### config.mk
export PLATFORM = sky130hd
export DESIGN_NAME = clk_freq_meter
export DESIGN_NICKNAME = d
export VERILOG_FILES = /design/src/rtl/clk_freq_meter.sv
export SDC_FILE = /design/constraint.sdc
export NUM_CORES = 1
export LEC_CHECK = 0
export ABC_AREA = 1
export ABC_CLOCK_PERIOD_IN_PS = 2500
export BUFFER_PORTS_ARGS = -buffer_cell sky130_fd_sc_hd__buf_2
export CAP_MARGIN = 25
export CORE_MARGIN = 1.5
export CORE_UTILIZATION = 35
export DETAILED_ROUTE_END_ITERATION = 6
export GPL_TIMING_DRIVEN = 1
export MAX_ROUTING_LAYER = met4
export PLACE_DENSITY = 0.53
export SLEW_MARGIN = 10
export SYNTH_ARGS = -nofsm -noshare
export SYNTH_HDL_FRONTEND = slang
export SYNTH_SLANG_ARGS = --single-unit
### constraint.sdc
create_clock -name clk -period 2.5 [get_ports clk]
set_clock_uncertainty 0.05 [all_clocks]
set_input_delay 0.5 -clock clk [delete_from_list [all_inputs] [get_ports clk]]
set_output_delay 0.5 -clock clk [all_outputs]
set_load 0.01 [all_outputs]
### src/rtl/clk_freq_meter.sv
module clk_freq_meter #(
  parameter int NUM_SRC  = 128,
  parameter int TICK_DIV = 250,
  parameter int CNT_W    = 16
) (
  input  logic               clk,
  input  logic               rst_n,
  input  logic [NUM_SRC-1:0] src_clk,
  input  logic               wr_en,
  input  logic               rd_en,
  input  logic [3:0]         addr,
  input  logic [31:0]        wdata,
  output logic [31:0]        rdata,
  output logic               irq
);
  localparam int TW = (TICK_DIV > 2) ? $clog2(TICK_DIV) : 1;
  localparam logic [TW-1:0] TICK_LAST = TW'(TICK_DIV - 1);
  localparam logic [CNT_W-1:0] CNT_MAX = '1;
  localparam logic [3:0] A_CTRL = 4'h4;
  localparam logic [3:0] A_RES  = 4'hC;

  logic [15:0]      dur_q, us_q;
  logic             en_q, cont_q, ien_q, busy_q, irq_q;
  logic [6:0]       src_q;
  logic [TW-1:0]    tick_q;
  logic [CNT_W-1:0] cnt_q, res_q, cnt_nxt;
  logic [NUM_SRC-1:0] rise_vec;
  logic [127:0]     rise_all;

  for (genvar i = 0; i < NUM_SRC; i++) begin : g_sync
    logic [2:0] sh;
    always_ff @(posedge clk or negedge rst_n)
      if (!rst_n) sh <= '0;
      else        sh <= {sh[1:0], src_clk[i]};
    assign rise_vec[i] = sh[1] & ~sh[2];
  end

  assign rise_all = 128'(rise_vec);

  wire ctrl_wr   = wr_en && (addr == A_CTRL);
  wire start_req = ctrl_wr && !busy_q && wdata[16] && wdata[19];
  wire abort     = ctrl_wr && busy_q && !wdata[16];
  wire tick_end  = (tick_q == TICK_LAST);
  wire done      = busy_q && !abort && tick_end && (us_q == dur_q);
  wire restart   = done && cont_q && en_q;
  wire gate_go   = start_req || restart;

  assign cnt_nxt = (busy_q && rise_all[src_q] && cnt_q != CNT_MAX) ? cnt_q + 1'b1 : cnt_q;

  always_ff @(posedge clk or negedge rst_n) begin
    if (!rst_n) begin
      dur_q <= '0; en_q <= 1'b0; cont_q <= 1'b0; ien_q <= 1'b0; src_q <= '0;
      busy_q <= 1'b0; irq_q <= 1'b0; tick_q <= '0; us_q <= '0;
      cnt_q <= '0; res_q <= '0;
    end else begin
      irq_q <= done && ien_q;
      if (ctrl_wr && !busy_q) begin
        dur_q  <= wdata[15:0];
        en_q   <= wdata[16];
        cont_q <= wdata[17];
        ien_q  <= wdata[18];
        src_q  <= wdata[26:20];
      end else if (abort) begin
        en_q <= 1'b0;
      end
      if (start_req) begin
        busy_q <= 1'b1;
        tick_q <= '0;
        us_q   <= '0;
        cnt_q  <= '0;
      end else if (abort) begin
        busy_q <= 1'b0;
      end else if (busy_q) begin
        if (done) begin
          res_q <= cnt_nxt;
          if (restart) begin
            tick_q <= '0;
            us_q   <= '0;
            cnt_q  <= '0;
          end else begin
            busy_q <= 1'b0;
            cnt_q  <= cnt_nxt;
          end
        end else begin
          cnt_q <= cnt_nxt;
          if (tick_end) begin
            tick_q <= '0;
            us_q   <= us_q + 16'd1;
          end else begin
            tick_q <= tick_q + 1'b1;
          end
        end
      end
    end
  end

  wire [31:0] ctrl_rd = {busy_q, 4'b0, src_q, 1'b0, ien_q, cont_q, en_q, dur_q};

  always_comb begin
    rdata = '0;
    if (rd_en) begin
      if (addr == A_CTRL)     rdata = ctrl_rd;
      else if (addr == A_RES) rdata = 32'(res_q);
    end
  end

  assign irq = irq_q;
endmodule

# --- Yosys cells after proc, flatten, opt, wreduce, memory -nomap -nowiden ---
# Cells that the tools add are included.
totals:
  ff_bits: 468
  in_bits: 168
  output_inout_bits: 33
  wordCells: 462
classes:
  n_addsub: 3
  order_cmp: 1
  n_eq_ne: 7
  n_mux: 30
  n_bitwise: 258
  n_reduce_logical: 24
op_table:
  columns: ["cell", "n"]
  rows:
  - ["two-way mux 16 bit", 13]
  - ["NOT 1 bit", 130]
  - ["bitwise AND 1 bit", 128]
  - ["two-way mux 32 bit", 2]
  - ["two-way mux 8 bit", 6]
  - ["adder 16 x 1 -> 16 bit, second input constant", 2]
  - ["equality test 16 bit", 1]
  - ["inequality test 16 bit, second input constant", 1]
  - ["logical AND 1 bit", 14]
  - ["adder 8 x 1 -> 8 bit, second input constant", 1]
  - ["equality test 8 bit, second input constant", 1]
  - ["less-than comparator 7 x 8 -> 1 bit, second input constant", 1]
  - ["two-way mux 1 bit", 8]
  - ["AND reduction 4 bit", 2]
  - ["binary-select mux 1 bit (select 7 bit)", 1]
  - ["equality test 4 x 3 -> 1 bit, second input constant", 1]
  - ["equality test 4 bit, second input constant", 1]
  - ["nonzero test 2 bit", 2]
  - ["logical NOT 1 bit", 3]
  - ["inequality test 3 x 2 -> 1 bit, second input constant", 1]
  - ["AND reduction 3 bit", 1]
  - ["nonzero test 3 bit", 1]
  - ["inequality test 2 bit, second input constant", 1]
  - ["AND reduction 2 bit", 1]

# --- Logic depth before layout (Yosys ltp) ---
# Gate-level depths: netlist of run 1.
logic_depth:
  word_depth: 15
  depth_mapped: 15
  ltp_nobuf: 14

# --- Least setup slack after synthesis of run 1 ---
# No wires, ideal clock.
synth_timing:
  path_kind: "input port to output port"
  startpoint: "input addr[1]"
  endpoint: "output rdata[0]"
  arrival_time_ns: 1.578
  t_required_ns: 1.950
  setup_slack_ns: 0.372
  cell_stages: 4
  path_buffers: 1
  path_cell_list: "nor4_4 -> nand2_1 -> clkbuf_1 -> o21ai_0"
synth_via:
  elab_chain_cells: 4
  word_cells_on_any_way: 5
  cone_classes: "eq/ne (2); mux (3)"
synth_lines:
  columns: ["element", "line", "rtl"]
  rows:
  - ["start, declared", "11", "input logic [3:0] addr,"]
  - ["equality test 4 bit", "103", "else if (addr == A_RES) rdata = 32'(res_q);"]
  - ["two-way mux 16 bit", "103", null]
  - ["two-way mux 32 bit (*)", "102", "if (addr == A_CTRL) rdata = ctrl_rd;"]
  - ["two-way mux 32 bit (*)", "101", "if (rd_en) begin"]
  - ["end, declared", "13", "output logic [31:0] rdata,"]
# Every way passes the cells marked *; elsewhere a longest branch is shown, timed or not.

# --- Final worst setup path of run 1 ---
layout_timing:
  startpoint: "register src_q[0]"
  endpoint: "register res_q[11]"
layout_via:
  elab_chain_cells: 5
layout_lines:
  columns: ["element", "line", "rtl"]
  rows:
  - ["start, declared", "24", "logic [6:0] src_q;"]
  - ["start signal, assigned", "62", "src_q <= wdata[26:20];"]
  - ["binary-select mux 1 bit (select 7 bit)", "48", "assign cnt_nxt = (busy_q && rise_all[src_q] && cnt_q != CNT_MAX) ? cnt_q + 1'b1 : cnt_q;"]
  - ["two-way mux 1 bit (implied by the code)", "48", null]
  - ["logical AND 1 bit (2 in series)", "48", null]
  - ["two-way mux 16 bit", "48", null]
  - ["end signal, assigned", "75", "res_q <= cnt_nxt;"]
  - ["end, declared", "26", "logic [CNT_W-1:0] cnt_q, res_q, cnt_nxt;"]
# Every way passes these cells. The select of a mux whose other input is x is not followed.
# A chain may end at the register's enable or synchronous reset.

==> run summary, run 1 <==
FP Rows = 79
Max stage delay cell, worst path = dfrtp_2
Post-synth EDFFs = 0
Syn Std Cell Area = 16500 um2
leakage power = 0.0101 uW
flops & latches, synth = 468
IR drop worst, VDD = 0.620 mV
die area = 48600 um2
root buffer cell = clkbuf_16
antenna violation net count after detailed routing = 0
fraction of the mapped netlist area in simple logic gates = 0.205
power density over the cells = 891 nW/um2
global-route wire length before repair = 65100 um
status = finished clean
Residual DRC = 0
largest net degree at the start of global routing = 84
post-synthesis mux area share = 0
critical path class = register to register
CP Max Fanout = 24
FF/Latch Area = 11700 um2
GRT overflow = 0
Total GRT Usage = 0.183
Area Growth Syn to Fin = 32.2%
share of cells above drive strength 1 = 0.222
vias per cell = 4.63
WP data required = 2920 ps
largest family of logic cells by synthesized area = simple AND/OR/NAND/NOR gates
# port buffers = 190
WP data arrival = 2800 ps
fraction of registers with async set/reset = 1.00
post-DP HPWL = 27600 um
GP Congestion = 0.875
r2r startpoint = src_q[0]
hold wc startpoint = wdata[10]
Worst Hold Depth = 3
Tightest Hold Check Type = primary input to register
antenna violations before repair = 3
num ports = 201
compound-gate portion of the synthesized area = 0.0275
clock sink count = 468
min Tclk post-route = 2380 ps
Die Y = 220 um
initial drt markers = 722
Post-Synth Adder-Cell Area = 0.00302
maximum clock frequency = 421 MHz
vias in the first global route = 11501
final net count = 1939
CP cell instances = buf_12 > clkbuf_16 > nand3b_1 > nand3_1 > nand3_1 > nand3_1 > nand3_1 > nand3_1 > nand3_1 > nand2_2 > nand2_1 > nand2_1 > nand3_1 > nand2_1
Fill cells = 4241
initial core utilization = 0.355
syn_area_per_cell = 11.9 um2
fin crit share = 0.950
vias = 11179
Setup-failing EPs final = 0
max-cap violation count = 0
RSZ-0062 raised after global routing = true
clk_lat worst skew = 590 ps
Yosys warning count = 0
XOR/XNOR Fraction of Synth Area = 0.0132
Slew headroom = 0.617
Mapped Cells = 1388
crit path capture type = register
Die W = 220 um
Final Core Density = 0.470
R2R Setup Slk = 120 ps
final WL = 42600 um
worst hold endpoint = dur_q[10]
slowest stage delay, CP = 490 ps
most common cell after layout, fill and taps aside = dfrtp_1
Setup crit start kind = register
TritonCTS clock tree = yes
multi-input logic area = 4190 um2
CP Buf/Inv Count = 2
hold slack = 65.1 ps
routed length per instance = 17.6 um
CTS clk-pin slew, worst paths = 60 ps
H-tree levels = 2
Num CTS Buffers = 49
R2R depth = 14
most frequent cells in the layout = 466 x dfrtp_1, 203 x nand2_1, 189 x buf_2
final-report max-slew violation count = 0
CP dominant cell by count = nand3_1
Worst Tran Pin Value = 571 ps
sequential area share after synthesis = 0.708
FF-to-FF End = res_q[11]
synth unique cells = 38
core area = 46600 um2
maximum root-to-sink buffer count = 3
Post-synth top flop = dfrtp_1
CP delay by family, top = simple AND/OR/NAND/NOR gates
DR pass1 iterations = 5
final hold vios = 0
cells in the mapped netlist (3+ instances only):
cell / count / area, um2
nand2_2: 16 / 100
xnor2_1: 4 / 35.0
ha_1: 4 / 50.1
buf_6: 5 / 56.3
inv_1: 100 / 375
or2_2: 5 / 31.3
inv_2: 4 / 15.0
nand3b_1: 110 / 826
nand4_1: 39 / 244
nand3_1: 194 / 971
nand2_1: 205 / 769
o21ai_0: 41 / 205
buf_2: 17 / 85.1
nor4_1: 11 / 68.8
o21ai_2: 16 / 140
clkinv_1: 3 / 11.3
dfrtp_1: 468 / 11700
o21ai_1: 9 / 45.0
buf_1: 5 / 18.8
nor2_1: 44 / 165
buf_4: 14 / 105
clkbuf_1: 13 / 48.8
nor3_1: 14 / 70.1
xor2_1: 21 / 184
a21oi_1: 9 / 45.0
what timing repair did:
| item | 4_1_cts | 5_1_grt |
|---|---|---|
| hold buffers | 129 | 0 |
| gates resized for setup | 0 | 19 |
| hold endpoints to repair | 173 | 0 |
| endpoints found under the setup margin | 0 | 36 |
| buffers inserted | 0 | 1 |
through the flow:
step	std cells	TNS, ps	cell area (um2)	total power, uW	worst slack, ps
after CTS	2409	0	21700	19600	79.3
after global placement	2188	0	18600	11300	112
after floorplan	1392	0	16600	10100	372
final	2416	0	21900	19500	125
after global routing	2416	-142	21900	20500	-34.5
after detailed placement	2188	0	18600	11400	94.4
layout make-up:
cell class | instances | share of cell area
flip-flops and latches | 468 | 0.536
multi-input cells | 762 | 0.191
repair buffers | 378 | 0.136
clock buffers | 70 | 0.0680
well taps | 607 | 0.0347
inverters | 108 | 0.0191
clock inverters | 22 | 0.0151
diodes | 1 | 0.000114
metal layers:
layer	vias to the layer above	global-route usage	wire length (um)
met3	65	0.0345	1760
met2	252	0.283	19900
met5	-	-	0
met4	0	0.0494	873
met1	5499	0.247	20100
li1	5363	-	-
worst max-delay path by stage:
stage               startpoint        end  slack (ps)  cells past startpoint
finish                src_q[0]  res_q[11]         120                     14
global route          src_q[0]   res_q[3]         -30                     14
CTS                   src_q[0]   res_q[5]          80                     14
detailed placement    src_q[0]   res_q[5]          90                     14
global placement      src_q[0]  res_q[12]         110                     14
floorplan              addr[1]   rdata[0]         370                      4
cell families after synthesis:
group	count (synthesis)
other	1
adder cells (fa/ha/maj)	4
AND/OR/NAND/NOR	650
flip-flops	468
AO/OA/AOI/OAI	78
buffers and inverters	162
XOR/XNOR	25
report_power, final:
part	total [uW]	internal, uW	switching (uW)
Combinational	3000	1170	1830
Sequential	8540	8140	390
Clock	7950	4890	3060
state kept, by name (all words and copies together) (netlist names):
register / cells
src_q: 7
cnt_q: 16
cont_q: 1
g_sync.sh: 384
ien_q: 1
res_q: 16
dur_q: 16
busy_q: 1
us_q: 16
en_q: 1
tick_q: 8
irq: 1
worst register-to-register path, cell delays in order (launching register included):
cell and delay [ps]:
dfrtp_2 490, buf_12 160, clkbuf_16 200, nand3b_1 100
nand3_1 130, nand3_1 120, nand3_1 130, nand3_1 110
nand3_1 70, nand3_1 100, nand2_2 120, nand2_1 210
nand2_1 100, nand3_1 130, nand2_1 60
(Power assumes the default switching activity.)
==> inputs of run 2 (changes only) <==
--- a/config.mk
+++ b/config.mk
@@ -6,7 +6,6 @@
 export NUM_CORES = 1
 export LEC_CHECK = 0
 export ABC_AREA = 1
-export ABC_CLOCK_PERIOD_IN_PS = 2500
 export BUFFER_PORTS_ARGS = -buffer_cell sky130_fd_sc_hd__buf_2
 export CAP_MARGIN = 25
 export CORE_MARGIN = 1.5
@@ -14,7 +13,8 @@
 export DETAILED_ROUTE_END_ITERATION = 6
 export GPL_TIMING_DRIVEN = 1
 export MAX_ROUTING_LAYER = met4
-export PLACE_DENSITY = 0.53
+export PLACE_DENSITY = 0.51
+export RECOVER_POWER = 100
 export SLEW_MARGIN = 10
 export SYNTH_ARGS = -nofsm -noshare
 export SYNTH_HDL_FRONTEND = slang
==> run 2 against run 1 <==
Compared with the run above:
- global-route usage shrank 0.077 points
- combinational power shrank 1%
- register-to-register slack is essentially flat
- utilization shrank 0.70 points
- the run now ends with capacitance limit, slew limit left
- die area is the same
- final cell count is essentially flat
- sequential power is essentially flat
==> run summary, run 2 (synthesis results as in run 1) <==
initial core utilization = 0.355 (unchanged)
TritonCTS clock tree = yes
placed cell area = 18600 um2 (about the same)
final hold vios = 0 (unchanged)
antenna violation net count after detailed routing = 0 (unchanged)
hold wc startpoint = wdata[10]
critical path class = register to register
Die W = 220 um (unchanged)
share of cells above drive strength 1 = 0.184 (-0.0380)
vias per cell = 4.62 (-0.21%)
final net count = 1940 (+0.052%)
leakage power = 0.00975 uW (-3.2%)
WP data arrival = 2780 ps (-20 ps)
post-placement cell count = 2190 (+0.091%)
CP Max Fanout = 16 (-33%)
Final Core Density = 0.463 (-0.00696)
H-tree levels = 2 (unchanged)
DR pass1 iterations = 5 (unchanged)
final WL = 41700 um (-2.1%)
IR drop worst, VDD = 0.465 mV (-25%)
initial drt markers = 794 (+10%)
max-cap violation count = 1 (+1)
vias = 11146 (-0.30%)
FP Rows = 79 (unchanged)
most frequent cells in the layout = 465 x dfrtp_1, 204 x nand2_1, 184 x nand3_1
routed length per instance = 17.3 um (-2.1%)
Design Area, Final = 21500 um2 (-1.5%)
crit path capture type = register
Die Y = 220 um (unchanged)
Area Growth Syn to Fin = 30.2%
Total Neg Setup Slack = 0 ps (unchanged)
antenna violations before repair = 1 (-2)
Worst Tran Pin Value = 1510 ps (+938 ps)
Tightest Hold Check Type = primary input to register
vias in the first global route = 11519 (+0.16%)
CP cell instances = clkinv_4 > buf_12 > clkbuf_16 > nand3b_1 > nand3_1 > nand3_1 > nand3_1 > nand3_1 > nand3_1 > nand3_1 > nand2_4 > buf_12 > nand4_1 > nand3_1 > nand2_1
WP data required = 2910 ps (about the same)
max reg flops = 384 (unchanged)
post-DP HPWL = 27800 um (+0.82%)
Max stage delay cell, worst path = dfrtp_2
final-report max-slew violation count = 51 (+51)
slowest stage delay, CP = 470 ps (-20 ps)
Setup-failing EPs final = 0 (unchanged)
power density over the cells = 877 nW/um2 (-1.6%)
Top reg by flops = g_sync.sh
final worst slack = 129 ps (+4.21 ps)
Setup crit start = src_q[0]
maximum clock frequency = 422 MHz (+0.18%)
post-route insts no fill = 2414 (-0.083%)
root buffer cell = clkbuf_16
GP Congestion = 0.854 (-2.4%)
fin crit share = 0.948 (-0.00168)
core area = 46600 um2 (unchanged)
Total GRT Usage = 0.182 (-0.000773)
r2r startpoint = src_q[0]
Residual DRC = 0 (unchanged)
Setup crit start kind = register
Fill cells = 4287 (+1.1%)
pre-CTS WS = -2.79 ps (-97.2 ps)
# port buffers = 190 (unchanged)
global-route wire length before repair = 65200 um (about the same)
min Tclk post-route = 2370 ps (-4.21 ps)
most common cell after layout, fill and taps aside = dfrtp_1
CTS clk-pin slew, worst paths = 60 ps (about the same)
die area = 48600 um2 (unchanged)
num ports = 201 (unchanged)
largest net degree at the start of global routing = 83 (-1.2%)
maximum root-to-sink buffer count = 3 (unchanged)
Slew headroom = -0.00584 (-0.622)
Num CTS Buffers = 49 (unchanged)
CP dominant cell by count = nand3_1
clock sink count = 468 (unchanged)
status = finished, violations left
GRT overflow = 0 (unchanged)
failing checks = capacitance limit, slew limit
clk_lat worst skew = 590 ps (about the same)
## run 2: cell count changes in the layout (fill, tap and decap cells not counted), sizes merged
cell      previous run  this run
bufinv               7         5
clkbuf              74       147
inv                106       103
clkinvlp             4         3
clkinv              13        15
buf                245       174
## run 2: timing repair
item / CTS / global route
hold endpoints to repair: 172 / 0
hold buffers: 129 / 0
resized for setup: 2 / 20
pin swaps: 0 / 0
endpoints found under the setup margin: 1 / 33
cloned: 0 / 3
setup buffers: 0 / 2
## run 2: per-layer routing
layer,GRT usage,wire length [um],share of wire
met1,0.244,19400,0.46
met4,0.0546,1010,0.024
met2,0.285,19600,0.47
met5,-,0,0
met3,0.0294,1730,0.041
## run 2: critical path: cells and delay by family, from the launching register on
| family | cells | cell delay, ps |
|---|---|---|
| buffers and inverters | 4 | 550 |
| flip-flops | 1 | 470 |
| AND/OR/NAND/NOR | 11 | 1170 |
## run 2: where the power goes
part	leakage, uW	switching, uW	total, uW	internal, uW
clock network	0.000818	2940	7410	4470
registers	0.00557	378	8520	8150
logic	0.00336	1820	2960	1140
## run 2: final timing paths
kind,end,slack (ps),depth (start not counted)
max,res_q[9],130,15
min,dur_q[10],70,3
max reg2reg,res_q[9],130,15
min reg2reg,g_sync[16].sh[1],290,0
max in group asynchronous,g_sync[99].sh[2],350,3
min in group asynchronous,g_sync[99].sh[0],810,2
## run 2: final cells by class
| cell class | instances | area [um2] | share of cell area |
|---|---|---|---|
| Clock buffer | 71 | 1420 | 0.0659 |
| Clock inverter | 18 | 246 | 0.0114 |
| Tap cell | 607 | 759 | 0.0352 |
| Timing Repair Buffer | 379 | 2800 | 0.130 |
| Antenna cell | 1 | 2.50 | 0.000116 |
| Multi-Input combinational cell | 762 | 4190 | 0.195 |
| Inverter | 108 | 415 | 0.0193 |
| Sequential cell | 468 | 11700 | 0.544 |
## run 2: through the flow
step           total power [uW]  hold WS (ps)
2_1_floorplan             10100           154
3_3_place_gp              11300           284
3_5_place_dp              11400           285
4_1_cts                   19100          28.7
5_1_grt                   19900          48.9
6_report                  18900          65.1
